[src/rtl/rbd_pkg.sv]
package rbd_pkg;
  localparam int unsigned RBD_ROWS       = 8;
  localparam int unsigned RBD_BND_W      = 8;
  localparam int unsigned RBD_ADDR_W     = 32;
  localparam int unsigned RBD_UNIT_SHIFT = 23;
  localparam int unsigned RBD_TOP_SHIFT  = 31;
endpackage

[src/rtl/rbd_map.sv]
// Turns cumulative boundaries into per-row base, limit and size.
module rbd_map #(
  parameter int unsigned N          = rbd_pkg::RBD_ROWS,
  parameter int unsigned BND_W      = rbd_pkg::RBD_BND_W,
  parameter int unsigned ADDR_W     = rbd_pkg::RBD_ADDR_W,
  parameter int unsigned UNIT_SHIFT = rbd_pkg::RBD_UNIT_SHIFT,
  parameter int unsigned TOP_SHIFT  = rbd_pkg::RBD_TOP_SHIFT
) (
  input  logic [N-1:0][BND_W-1:0]  bnd_i,
  output logic [N-1:0][ADDR_W-1:0] base_o,
  output logic [N-1:0][ADDR_W-1:0] lim_o,
  output logic [N-1:0][ADDR_W-1:0] size_o
);
  localparam logic [ADDR_W-1:0] TOP = ADDR_W'(1) << TOP_SHIFT;

  // running limit of populated rows seen so far
  logic [N:0][ADDR_W-1:0] run;
  assign run[0] = '0;

  for (genvar g = 0; g < N; g++) begin : g_row
    logic [ADDR_W-1:0] raw, lim;
    logic              empty;
    assign raw   = ADDR_W'(bnd_i[g]) << UNIT_SHIFT;
    assign lim   = (bnd_i[g] == '0 && run[g] != '0) ? TOP : raw;
    assign empty = (lim == run[g]);
    assign run[g+1]  = empty ? run[g] : lim;
    assign base_o[g] = run[g];
    assign lim_o[g]  = lim;
    assign size_o[g] = lim - run[g];
  end
endmodule

[src/rtl/rbd_match.sv]
// Per-row range compare and lowest-index priority pick.
module rbd_match #(
  parameter int unsigned N      = rbd_pkg::RBD_ROWS,
  parameter int unsigned ADDR_W = rbd_pkg::RBD_ADDR_W,
  localparam int unsigned ROW_W = (N > 1) ? $clog2(N) : 1
) (
  input  logic [ADDR_W-1:0]        addr_i,
  input  logic [N-1:0][ADDR_W-1:0] base_i,
  input  logic [N-1:0][ADDR_W-1:0] lim_i,
  output logic                     hit_o,
  output logic [ROW_W-1:0]         row_o
);
  logic [N-1:0] in_row;

  for (genvar g = 0; g < N; g++) begin : g_cmp
    assign in_row[g] = (addr_i >= base_i[g]) && (addr_i < lim_i[g]);
  end

  always_comb begin
    hit_o = |in_row;
    row_o = '0;
    for (int i = N - 1; i >= 0; i--) begin
      if (in_row[i]) row_o = ROW_W'(i);
    end
  end
endmodule

[src/rtl/rbd_decoder.sv]
module rbd_decoder #(
  parameter int unsigned N          = rbd_pkg::RBD_ROWS,
  parameter int unsigned BND_W      = rbd_pkg::RBD_BND_W,
  parameter int unsigned ADDR_W     = rbd_pkg::RBD_ADDR_W,
  parameter int unsigned UNIT_SHIFT = rbd_pkg::RBD_UNIT_SHIFT,
  parameter int unsigned TOP_SHIFT  = rbd_pkg::RBD_TOP_SHIFT,
  parameter bit          OUT_REG    = 1'b1,
  localparam int unsigned ROW_W     = (N > 1) ? $clog2(N) : 1
) (
  input  logic                     clk_i,
  input  logic                     rst_ni,
  input  logic [N-1:0][BND_W-1:0]  bnd_i,
  input  logic [ADDR_W-1:0]        addr_i,
  output logic                     hit_o,
  output logic [ROW_W-1:0]         row_o,
  output logic [N-1:0][ADDR_W-1:0] base_o,
  output logic [N-1:0][ADDR_W-1:0] size_o
);
  localparam logic [ADDR_W-1:0] TOP = ADDR_W'(1) << TOP_SHIFT;

  logic [N-1:0][ADDR_W-1:0] base_c, lim_c, size_c;
  logic                     hit_c;
  logic [ROW_W-1:0]         row_c;

  rbd_map #(
    .N(N), .BND_W(BND_W), .ADDR_W(ADDR_W),
    .UNIT_SHIFT(UNIT_SHIFT), .TOP_SHIFT(TOP_SHIFT)
  ) u_map (
    .bnd_i (bnd_i),
    .base_o(base_c),
    .lim_o (lim_c),
    .size_o(size_c)
  );

  rbd_match #(.N(N), .ADDR_W(ADDR_W)) u_match (
    .addr_i(addr_i),
    .base_i(base_c),
    .lim_i (lim_c),
    .hit_o (hit_c),
    .row_o (row_c)
  );

  if (OUT_REG) begin : g_reg
    always_ff @(posedge clk_i or negedge rst_ni) begin
      if (!rst_ni) begin
        hit_o  <= 1'b0;
        row_o  <= '0;
        base_o <= '0;
        size_o <= '0;
      end else begin
        hit_o  <= hit_c;
        row_o  <= row_c;
        base_o <= base_c;
        size_o <= size_c;
      end
    end
  end else begin : g_comb
    assign hit_o  = hit_c;
    assign row_o  = row_c;
    assign base_o = base_c;
    assign size_o = size_c;
  end

  // lower-numbered row that also covers the address
  logic lower_hit;
  always_comb begin
    lower_hit = 1'b0;
    for (int j = 0; j < N; j++) begin
      if (ROW_W'(j) < row_c && addr_i >= base_c[j] && addr_i < lim_c[j])
        lower_hit = 1'b1;
    end
  end

  p_first_base_r2: assert property (@(posedge clk_i) disable iff (!rst_ni)
    base_c[0] == '0);

  p_miss_zero_r7: assert property (@(posedge clk_i) disable iff (!rst_ni)
    !hit_c |-> row_c == '0);

  p_hit_in_row_r6: assert property (@(posedge clk_i) disable iff (!rst_ni)
    hit_c |-> (addr_i >= base_c[row_c] && addr_i < lim_c[row_c]));

  p_lowest_row_r6: assert property (@(posedge clk_i) disable iff (!rst_ni)
    hit_c |-> !lower_hit);

  for (genvar g = 0; g < N; g++) begin : g_chk
    p_top_limit_r4: assert property (@(posedge clk_i) disable iff (!rst_ni)
      (bnd_i[g] == '0 && base_c[g] != '0) |-> (lim_c[g] == TOP));
    p_empty_size_r3: assert property (@(posedge clk_i) disable iff (!rst_ni)
      (lim_c[g] == base_c[g]) |-> (size_c[g] == '0));
    if (g < N - 1) begin : g_chain
      p_chain_r2: assert property (@(posedge clk_i) disable iff (!rst_ni)
        base_c[g+1] == base_c[g] || base_c[g+1] == lim_c[g]);
    end
  end
endmodule

[config.mk]
export PLATFORM = sky130hd
export DESIGN_NAME = rbd_decoder
export DESIGN_NICKNAME = d
export VERILOG_FILES = /design/src/rtl/rbd_pkg.sv /design/src/rtl/rbd_map.sv /design/src/rtl/rbd_match.sv /design/src/rtl/rbd_decoder.sv
export SDC_FILE = /design/constraint.sdc
export NUM_CORES = 1
export LEC_CHECK = 0
export ABC_AREA = 1
export BUFFER_PORTS_ARGS = -buffer_cell sky130_fd_sc_hd__buf_2
export CORE_AREA = 3 3 239 241
export CTS_CLUSTER_DIAMETER = 80
export DETAILED_ROUTE_END_ITERATION = 10
export DIE_AREA = 0 0 242 244
export GPL_TIMING_DRIVEN = 0
export SYNTH_ARGS = -nofsm -noshare
export SYNTH_HDL_FRONTEND = slang
export SYNTH_SLANG_ARGS = --single-unit
[constraint.sdc]
create_clock -name clk_i -period 0.9 [get_ports clk_i]
set_clock_uncertainty 0.05 [all_clocks]
set_input_delay 0.045 -clock clk_i [delete_from_list [all_inputs] [get_ports clk_i]]
set_output_delay 0.045 -clock clk_i [all_outputs]
set_load 0.01 [all_outputs]
==> impl_metrics.csv, run 1 <==
group,metric,value,unit
status,outcome,"finished, violations left",
status,violations,"hold timing, setup timing",
synth,ys_seq_area_share,25.71,%
worst_setup_path,cp.required,1.26,ns
grt,overflow,0,
sta,finalMaxSlewViolations,0,
clock_network,clockRootBuffer,"clkbuf_16",
sta,hold_viol_final,161,
worst_setup_path,slowest_delay,0.33,ns
routing,routed_wl,47810,um
placed_design,portBuffers,234,
synth,synth_area_leaders,"dfrtp_1 (26%), buf_4 (21%), ha_1 (17%)",
routing,dr.pass1.iters,5,
placed_design,gp_congestion,0.7954,
sta,max_slew_margin,37.89,%
synth,synthFlopType,"dfrtp_1",
sta,fin_crit,8.382,ns
sta,worstMarginPinSlew,0.9260,ns
synth,synth_top_area_share,25.71,%
routing,antenna_left,0,
floorplanning,rows,86,
floorplanning,pin_count,614,
worst_setup_path,path_common_cell,"ha_4",
sta,final.setup.worst_slack,-7.482,ns
synth,yosys_warnings,0,
grt,antenna_found_initial,3,
layout,drive_above_1_share,46.25,%
grt,grt_max_degree,86,
worst_setup_path,start_kind,"input port",
worst_setup_path,critPathSlowestCell,"ha_4",
floorplanning,coreArea,0.05509,mm2
floorplanning,die_w,242,um
min_path,hold_class,"input port to async pin",
power_and_ir_drop,p_sw,8412,uW
synth,async_reset_ff_share,100.0,%
routing,via_per_inst,3.819,
floorplanning,die-area,0.05905,mm2
worst_setup_path,path_max_fanout,8,
routing,drc_errors,0,
clock_network,htree_levels,4,
synth,ys_ff_latch,137,
floorplanning,die_h,244,um
worst_setup_path,end_kind,"flip-flop",
layout,final_nets,2696,
worst_setup_path,cp.arrival,8.74,ns
layout,fin_cells,3176,
synth,synth_edf_count,0,
clock_network,cts_sinks,137,
synth,netlist_area,0.01334,mm2
synth,synthDistinctLibCells,45,
synth,synthCells,1623,
layout,area_growth,56.98,%
routing,wl_per_cell,15.05,um
clock_network,cts_made_buffers,17,
power_and_ir_drop,internal_power,15370,uW
job,maxCapViolCount,0,
clock_network,cts.path.max_buffers,2,
routing,drtIter0Drc,366,
power_and_ir_drop,p_comb_share,40.1,%
placed_design,place_inst,2985,
sta,holdWs,-0.5353,ns
synth,yosysTopAreaCell,"dfrtp_1",
grt,grt_usage,15.62,%
sta,fin_crit_sh,931.3,%
sta,timing.fmax,119.3,MHz
power_and_ir_drop,p_sw_share,35.38,%
placed_design,place_hpwl,35600,um
grt,grt_pass1_wl,69670,um
power_and_ir_drop,leakagePower,0.01114,uW
sta,rsz0062_at_grt,"true",
clock_network,clkTransAtPathRegs,0.06,ns
power_and_ir_drop,p_seq_share,29.8,%
power_and_ir_drop,pwr_density_cell,1136,mW/mm2
power_and_ir_drop,p_clk_share,30.1,%
sta,finalSetupViolCount,251,
floorplanning,initial_core_util,24.21,%
clock_network,tritoncts,"built",
grt,grt_pass1_vias,11652,
worst_setup_path,crit_type,"input port to flip-flop",
routing,vias,12129,
power_and_ir_drop,peakVddDrop,0.001519,V
synth,synth.avg_cell_area,8.216,um2
-- kinds of logic after synthesis --
family	synth area share, %
AOI/OAI and AO/OA	7.703
xor gates and xnor gates	3.218
adders and majority gates	17.75
buffers and inverters	28.48
DFF	25.71
other	0.02812
and+or+nand+nor	17.11
-- placed cells by master, fill, tap and decap left out, drive strengths merged, types with 2 or more instances in the layout --
| master | synthesis | layout |
|---|---|---|
| a31oi | 4 | 4 |
| nor4 | 12 | 12 |
| inv | 188 | 192 |
| o21bai | 2 | 2 |
| o21a | 10 | 10 |
| nor3 | 11 | 11 |
| o2111ai | 3 | 3 |
| xor2 | 25 | 25 |
| a221oi | 2 | 2 |
| conb | 1 | 379 |
| nand2 | 244 | 244 |
| bufinv | 0 | 2 |
| o211ai | 3 | 3 |
| a21boi | 3 | 3 |
| dlygate4sd3 | 0 | 11 |
| clkinvlp | 0 | 4 |
| clkbuf | 57 | 71 |
| nand4 | 60 | 60 |
| a21oi | 88 | 88 |
| o221ai | 8 | 8 |
| ha | 178 | 178 |
| a211oi | 8 | 8 |
| clkinv | 1 | 6 |
| nor2 | 75 | 75 |
| a2111oi | 2 | 2 |
| o21ai | 39 | 39 |
| fa | 7 | 7 |
| buf | 381 | 764 |
| nand3 | 45 | 46 |
| xnor2 | 24 | 24 |
| diode | 0 | 2 |
| dfrtp | 137 | 137 |
-- stage by stage --
stage / setup WS, ns / total power, uW / area (um2) / utilization [%] / setup TNS, ns
6_report: -7.482 / 23780 / 20930 / 38.00 / -419.39
5_1_grt: -7.929 / 25310 / 20930 / 37.99 / -445.60
4_1_cts: -7.256 / 23570 / 20250 / 36.76 / -415.41
3_5_place_dp: -9.267 / 15080 / 17780 / 32.27 / -536.62
3_3_place_gp: -9.290 / 15000 / 17730 / 32.18 / -859.58
2_1_floorplan: -7.433 / 12670 / 15620 / - / -410.07
-- synth_stat cells (3+ instances only) --
| cell | instances |
|---|---|
| buf_4 | 379 |
| nand2_1 | 185 |
| inv_1 | 179 |
| ha_1 | 178 |
| dfrtp_1 | 137 |
| a21oi_1 | 88 |
| nor2_1 | 64 |
| nand4_1 | 60 |
| clkbuf_1 | 57 |
| nand2_2 | 55 |
| nand3_1 | 33 |
| o21ai_0 | 32 |
| xor2_1 | 25 |
| xnor2_1 | 24 |
| nor4_1 | 12 |
| nor2_2 | 11 |
| o21a_1 | 10 |
| nand3_4 | 9 |
| a211oi_1 | 8 |
| inv_2 | 8 |
| nor3_1 | 8 |
| o221ai_1 | 8 |
| fa_1 | 7 |
| a31oi_1 | 4 |
| nand2_4 | 4 |
| o21ai_2 | 4 |
| a21boi_0 | 3 |
| nand3_2 | 3 |
| nor3_2 | 3 |
| o2111ai_1 | 3 |
| o211ai_1 | 3 |
| o21ai_1 | 3 |
-- state kept, by name, indices dropped and copies added (netlist names) --
| name | flops |
|---|---|
| size_o | 71 |
| base_o | 62 |
| row_o | 3 |
| hit_o | 1 |
-- timing repair --
action                                 CTS  global route
pin swaps                              109            80
resized for setup                      186           141
buffers inserted                       129            43
endpoints found under the hold margin  211            80
setup endpoints to repair              251           254
hold buffers                            10             2
cloned                                   3             0
-- power groups by stage --
| stage | Clock, uW | Combinational, uW | Sequential, uW |
|---|---|---|---|
| 2_1_floorplan | 0 | 5070 | 7600 |
| 3_3_place_gp | 0 | 7840 | 7160 |
| 3_5_place_dp | 0 | 7920 | 7160 |
| 4_1_cts | 7530 | 8970 | 7060 |
| 5_1_grt | 7680 | 10500 | 7170 |
| 6_report | 7160 | 9530 | 7080 |
-- critical path, delay by kind of cell --
kind,cells,cell delay (ns)
simple gates,37,5.00
buf+inv,9,1.02
compound gates,5,0.70
fa+ha+maj,7,1.96
-- path summary, 6_finish.rpt --
check	startpoint	to	slack, ns	cells past startpoint
min in group clk_i	bnd_i[44]	base_o[219]	-0.20	3
max	bnd_i[14]	row_o[0]	-7.48	58
min	rst_ni	size_o[58]	-0.54	1
max in group asynchronous	rst_ni	base_o[152]	0.52	2
-- layout make-up --
| type | count | area (um2) |
|---|---|---|
| antenna | 2 | 5.005 |
| inverter | 189 | 754.5 |
| tap | 748 | 935.9 |
| timing repair buffer | 391 | 2826 |
| clock buffer | 18 | 429.2 |
| buffer | 438 | 3129 |
| fill | 5626 | 34160 |
| clock inverter | 14 | 148.9 |
| timing repair inverter | 1 | 6.256 |
| sequential | 137 | 3428 |
| multi-input combinational | 1238 | 9270 |
-- routing by layer --
metal / up-vias / track usage, % / wire, um
met5: - / 0 / 21
met4: 4 / 4.897 / 632
met3: 34 / 3.925 / 2926
met2: 410 / 26.96 / 24190
met1: 5559 / 19.10 / 20040
li1: 6122 / - / -
Power figures use the tool's default switching activity.
==> run 2, diff against run 1 <==
Settings changed: ABC_AREA 1 to not set, CORE_AREA 3 3 239 241 to 3 3 240 242, DIE_AREA 0 0 242 244 to 0 0 243 245, SKIP_CTS_REPAIR_TIMING set to 1.
==> run 2 against run 1 <==
  * The flow still finishes with violations (hold timing, setup timing)
  * Critical path depth increased by 2
  * Sequential share of layout area is essentially flat
  * Cell area is 0.23% lower
  * Final cell count shrank 3.4%
  * Power increased by 1.4%
  * Non-clock buffer count is 24 higher
  * Largest power group unchanged
==> impl_metrics.csv, run 2 <==
group,metric,value,unit
sta,finalSetupViolCount,256,
layout,final_common_cell,"buf_4",
worst_setup_path,start_kind,"input port",
clock_network,htree_levels,4,
clock_network,tritoncts,"built",
sta,fin_crit_sh,1201,%
layout,final_util,37.76,%
synth,synthDistinctLibCells,74,
grt,grt_max_degree,92,
sta,final.setup.worst_slack,-9.909,ns
synth,synth.avg_cell_area,8.953,um2
power_and_ir_drop,pwr_density_cell,1154,mW/mm2
clock_network,clockRootBuffer,"clkbuf_16",
synth,synthCells,1501,
sta,hold_viol_final,157,
status,outcome,"finished, violations left",
synth,synth_common_cells,"buf_4 (379), ha_1 (178), dfrtp_1 (137), inv_1 (133), a21o_1 (79)",
job,maxCapViolCount,0,
layout,largest_reg_flops,71,
sta,finalMaxSlewViolations,0,
worst_setup_path,crit_type,"input port to flip-flop",
routing,via_per_inst,4.009,
layout,largest-register,"size_o",
routing,vias,12299,
layout,area_growth,55.42,%
clock_network,cts.path.max_buffers,2,
floorplanning,die_h,245,um
grt,grt_pass1_vias,11677,
grt,grt_pass1_wl,69120,um
layout,reg_top3,"size_o (71), base_o (62), row_o (3)",
routing,routed_wl,50130,um
synth,async_reset_ff_share,100.0,%
grt,antenna_found_initial,7,
synth,synth_edf_count,0,
floorplanning,coreArea,0.05531,mm2
sta,holdWs,-0.5211,ns
min_path,hold_class,"input port to async pin",
worst_setup_path,cp.arrival,11.08,ns
floorplanning,die-area,0.05954,mm2
sta,worstMarginPinSlew,1.157,ns
layout,fin_cells,3068,
placed_design,gp_congestion,0.8394,
worst_setup_path,cp.required,1.17,ns
floorplanning,initial_core_util,24.30,%
power_and_ir_drop,peakVddDrop,0.001036,V
worst_setup_path,slowest_delay,0.32,ns
worst_setup_path,crit_buf_inv,13,
worst_setup_path,end_kind,"flip-flop",
layout,final_nets,2588,
placed_design,portBuffers,234,
routing,wl_per_cell,16.34,um
synth,synth_top_area_share,25.51,%
worst_setup_path,path_delay_family,"compound AO/OA/AOI/OAI gates",
placed_design,place_hpwl,39240,um
placed_design,place_inst,2862,
synth,yosysTopAreaCell,"dfrtp_1",
routing,drc_errors,0,
routing,drtIter0Drc,570,
power_and_ir_drop,leakagePower,0.01120,uW
sta,timing.fmax,92.51,MHz
clock_network,cts_sinks,137,
clock_network,clkTransAtPathRegs,0.08,ns
sta,rsz0062_at_grt,"true",
worst_setup_path,path_max_fanout,6,
worst_setup_path,critPathSlowestCell,"ha_4",
grt,overflow,0,
floorplanning,pin_count,614,
synth,synth_area_leaders,"dfrtp_1 (26%), buf_4 (21%), ha_1 (17%)",
status,violations,"hold timing, setup timing",
floorplanning,rows,86,
layout,drive_above_1_share,44.56,%
sta,fin_crit,10.81,ns
floorplanning,die_w,243,um
synth,netlist_area,0.01344,mm2
synth,ys_ff_latch,137,
synth,yosys_warnings,0,
layout,final_cell_mix,"buf_4 (507), conb_1 (379), buf_2 (205)",
clock_network,cts_made_buffers,17,
routing,dr.pass1.iters,6,
synth,synth_most_common_cell,"buf_4",
synth,synthFlopType,"dfrtp_1",
grt,grt_usage,15.21,%
sta,max_slew_margin,22.30,%
routing,antenna_left,0,
synth,ys_seq_area_share,25.51,%
run 2: cell types whose count changed in the layout (fill, tap and decap cells not counted), sizes merged, moves of 32 or more:
cell and change:
inv -50, nor2 -32, a21o +78, a21oi -40, nand3 -35, nand2 -210
nand4 -37
run 2: through the flow:
step	worst slack, ns	hold slack (ns)	instance area [um2]	total power, uW	TNS, ns
after global routing	-10.38	-0.4971	20890	25480	-617.69
after global placement	-12.02	0.1930	17580	14840	-1034.58
after detailed placement	-12.20	-0.03048	17610	14950	-734.49
after floorplan	-9.292	-0.3006	15470	12380	-529.52
after CTS	-11.77	-0.5318	18250	22950	-703.96
final	-9.909	-0.5211	20890	24100	-587.05
run 2: final timing paths:
kind / start / end / slack, ns / depth (start not counted)
worst max-delay path: bnd_i[9] / hit_o / -9.91 / 60
worst min-delay path: rst_ni / size_o[89] / -0.52 / 1
max in group asynchronous: rst_ni / base_o[158] / 0.49 / 2
min in group clk_i: bnd_i[13] / base_o[92] / -0.16 / 3
run 2: kinds of logic (layout without fill, tap and decap cells):
family	count (synthesis)	count (layout)	share of synthesized area (%)
buffers and inverters	584	1023	27.18
AO/OA/AOI/OAI	296	296	15.52
AND/OR/NAND/NOR	225	225	9.171
adder cells (fa/ha/maj)	185	185	17.62
flip-flops	137	137	25.51
XOR/XNOR	52	52	3.389
multiplexers	21	21	1.583
other	1	381	0.02791
run 2: final cells by class:
cell class              instances  area [um2]
inverters                     138       546.8
repair buffers                407        2904
clock buffers                  17       425.4
well taps                     748       935.9
fillers                      5556       34420
flip-flops and latches        137        3428
clock inverters                15       211.5
multi-input cells            1158        9140
plain buffers                 446        3288
diodes                          2       5.005
run 2: power breakdown:
group,switching [uW],internal (uW)
Combinational,4810,4350
Sequential,236,6870
Clock,3140,4700
run 2: per-layer routing:
metal	vias up	track usage [%]	part of all wire, %
met4	0	4.728	2.6
met2	496	29.65	55
met1	5808	15.87	36
li1	5911	-	-
met3	84	3.878	6.8
met5	-	0	0
==> run 3, diff against run 2 <==
Settings changed: CORE_AREA 3 3 240 242 to 3 3 238 240, DIE_AREA 0 0 243 245 to 0 0 241 243.
==> run 3 against run 2 <==
  * The flow still finishes with violations (hold timing, setup timing)
  * Combinational power fell by 0.7%
  * Non-clock buffer count fell by 3
  * Setup slack improved by 0.23 ns
  * First-iteration DRC count fell by 11%
  * Via count barely moved
  * Critical path depth fell by 1
  * Flip-flop and latch count did not move
  * Critical endpoint unchanged
==> impl_metrics.csv, run 3 (synthesized netlist as in run 2, its figures left out) <==
group,metric,value,unit
sta,timing.fmax,94.49,MHz
worst_setup_path,cp.arrival,10.84,ns
sta,final.setup.worst_slack,-9.684,ns
worst_setup_path,path_common_cell,"ha_4",
routing,drtIter0Drc,509,
sta,rsz0062_at_grt,"true",
floorplanning,pin_count,614,
job,maxCapViolCount,0,
floorplanning,die_w,241,um
sta,final.setup.tns,-575.14,ns
layout,fillers,5504,
status,violations,"hold timing, setup timing",
grt,grt_max_degree,96,
placed_design,place_hpwl,38650,um
min_path,hold_class,"input port to async pin",
routing,antenna_left,0,
placed_design,gp_congestion,0.8664,
sta,hold_viol_final,150,
clock_network,htree_levels,4,
sta,finalMaxSlewViolations,0,
grt,grt_pass1_wl,67120,um
worst_setup_path,end_kind,"flip-flop",
sta,fin_crit,10.58,ns
routing,dr.pass1.iters,5,
layout,reg_top3,"size_o (71), base_o (62), row_o (3)",
worst_setup_path,slowest_delay,0.36,ns
floorplanning,rows,86,
grt,antenna_found_initial,9,
layout,drive_above_1_share,44.88,%
clock_network,cts_sinks,137,
floorplanning,die_h,243,um
worst_setup_path,crit_type,"input port to flip-flop",
power_and_ir_drop,pwr_density_cell,1109,mW/mm2
grt,grt_pass1_vias,11469,
floorplanning,die-area,0.05856,mm2
status,outcome,"finished, violations left",
floorplanning,coreArea,0.05488,mm2
layout,final_cell_mix,"buf_4 (513), conb_1 (379), buf_2 (213)",
worst_setup_path,path_max_fanout,8,
sta,max_slew_margin,22.31,%
power_and_ir_drop,leakagePower,0.01110,uW
worst_setup_path,start_kind,"input port",
worst_setup_path,worstSetupStartpoint,"bnd_i[10]",
sta,fin_crit_sh,1176,%
layout,final_common_cell,"buf_4",
power_and_ir_drop,power,23020,uW
routing,routed_wl,49820,um
layout,largest-register,"size_o",
grt,grt_usage,15.20,%
clock_network,clkTransAtPathRegs,0.06,ns
sta,worstMarginPinSlew,1.156,ns
worst_setup_path,cp.required,1.16,ns
clock_network,clockRootBuffer,"clkbuf_16",
clock_network,tritoncts,"built",
grt,overflow,0,
power_and_ir_drop,peakVddDrop,0.0009615,V
layout,final_nets,2585,
floorplanning,initial_core_util,24.49,%
routing,drc_errors,0,
layout,multi_input_area,0.009278,mm2
sta,holdWs,-0.5218,ns
layout,area_growth,54.41,%
sta,finalSetupViolCount,256,
layout,largest_reg_flops,71,
layout,register_area,0.003428,mm2
placed_design,pre_cts_ws,-12.13,ns
placed_design,portBuffers,234,
clock_network,cts_made_buffers,17,
clock_network,cts.path.max_buffers,2,
worst_setup_path,critPathSlowestCell,"o221a_4",
routing,wl_per_cell,16.49,um
routing,vias,12306,
routing,via_per_inst,4.072,
## run 3: routing by layer
layer	up-vias	global-route usage [%]	wire length [um]
li1	5917	-	-
met1	5771	16.41	18110
met2	508	29.21	27160
met3	110	3.125	2938
met4	0	4.692	1614
met5	-	0	0
## run 3: final cells by class
type                       count  share of cell area (%)
clock buffer                  19                   2.086
clock inverter                13                  0.5909
sequential                   137                   16.52
antenna                        3                 0.03618
inverter                     138                   2.629
multi-input combinational   1158                   44.71
buffer                       445                   15.76
tap                          704                   4.245
timing repair buffer         405                   13.42
## run 3: metrics by stage
stage | utilization [%] | area [um2] | std cells
floorplan | - | 15470 | 1879
CTS | 33.01 | 18110 | 2850
global placement | 31.94 | 17530 | 2817
global route | 37.81 | 20750 | 3021
finish | 37.81 | 20750 | 3022
detailed placement | 32.00 | 17560 | 2818
## run 3: where the power goes
group / internal, uW / switching [uW] / total [uW]
Combinational: 4280 / 4810 / 9090
Clock: 3810 / 3020 / 6830
Sequential: 6870 / 227 / 7100
## run 3: critical path: cells and delay by family
| kind | cells | cell delay, ns |
|---|---|---|
| AO/OA/AOI/OAI | 19 | 3.31 |
| adder cells (fa/ha/maj) | 7 | 1.87 |
| buffers and inverters | 12 | 1.59 |
| multiplexers | 2 | 0.59 |
| AND/OR/NAND/NOR | 19 | 3.37 |
## run 3: path summary, 6_finish.rpt
kind	end	slack [ns]	depth (start not counted)
min in group clk_i	base_o[94]	-0.16	3
max in group asynchronous	base_o[189]	0.49	2
min	size_o[59]	-0.52	1
max	hit_o	-9.68	59
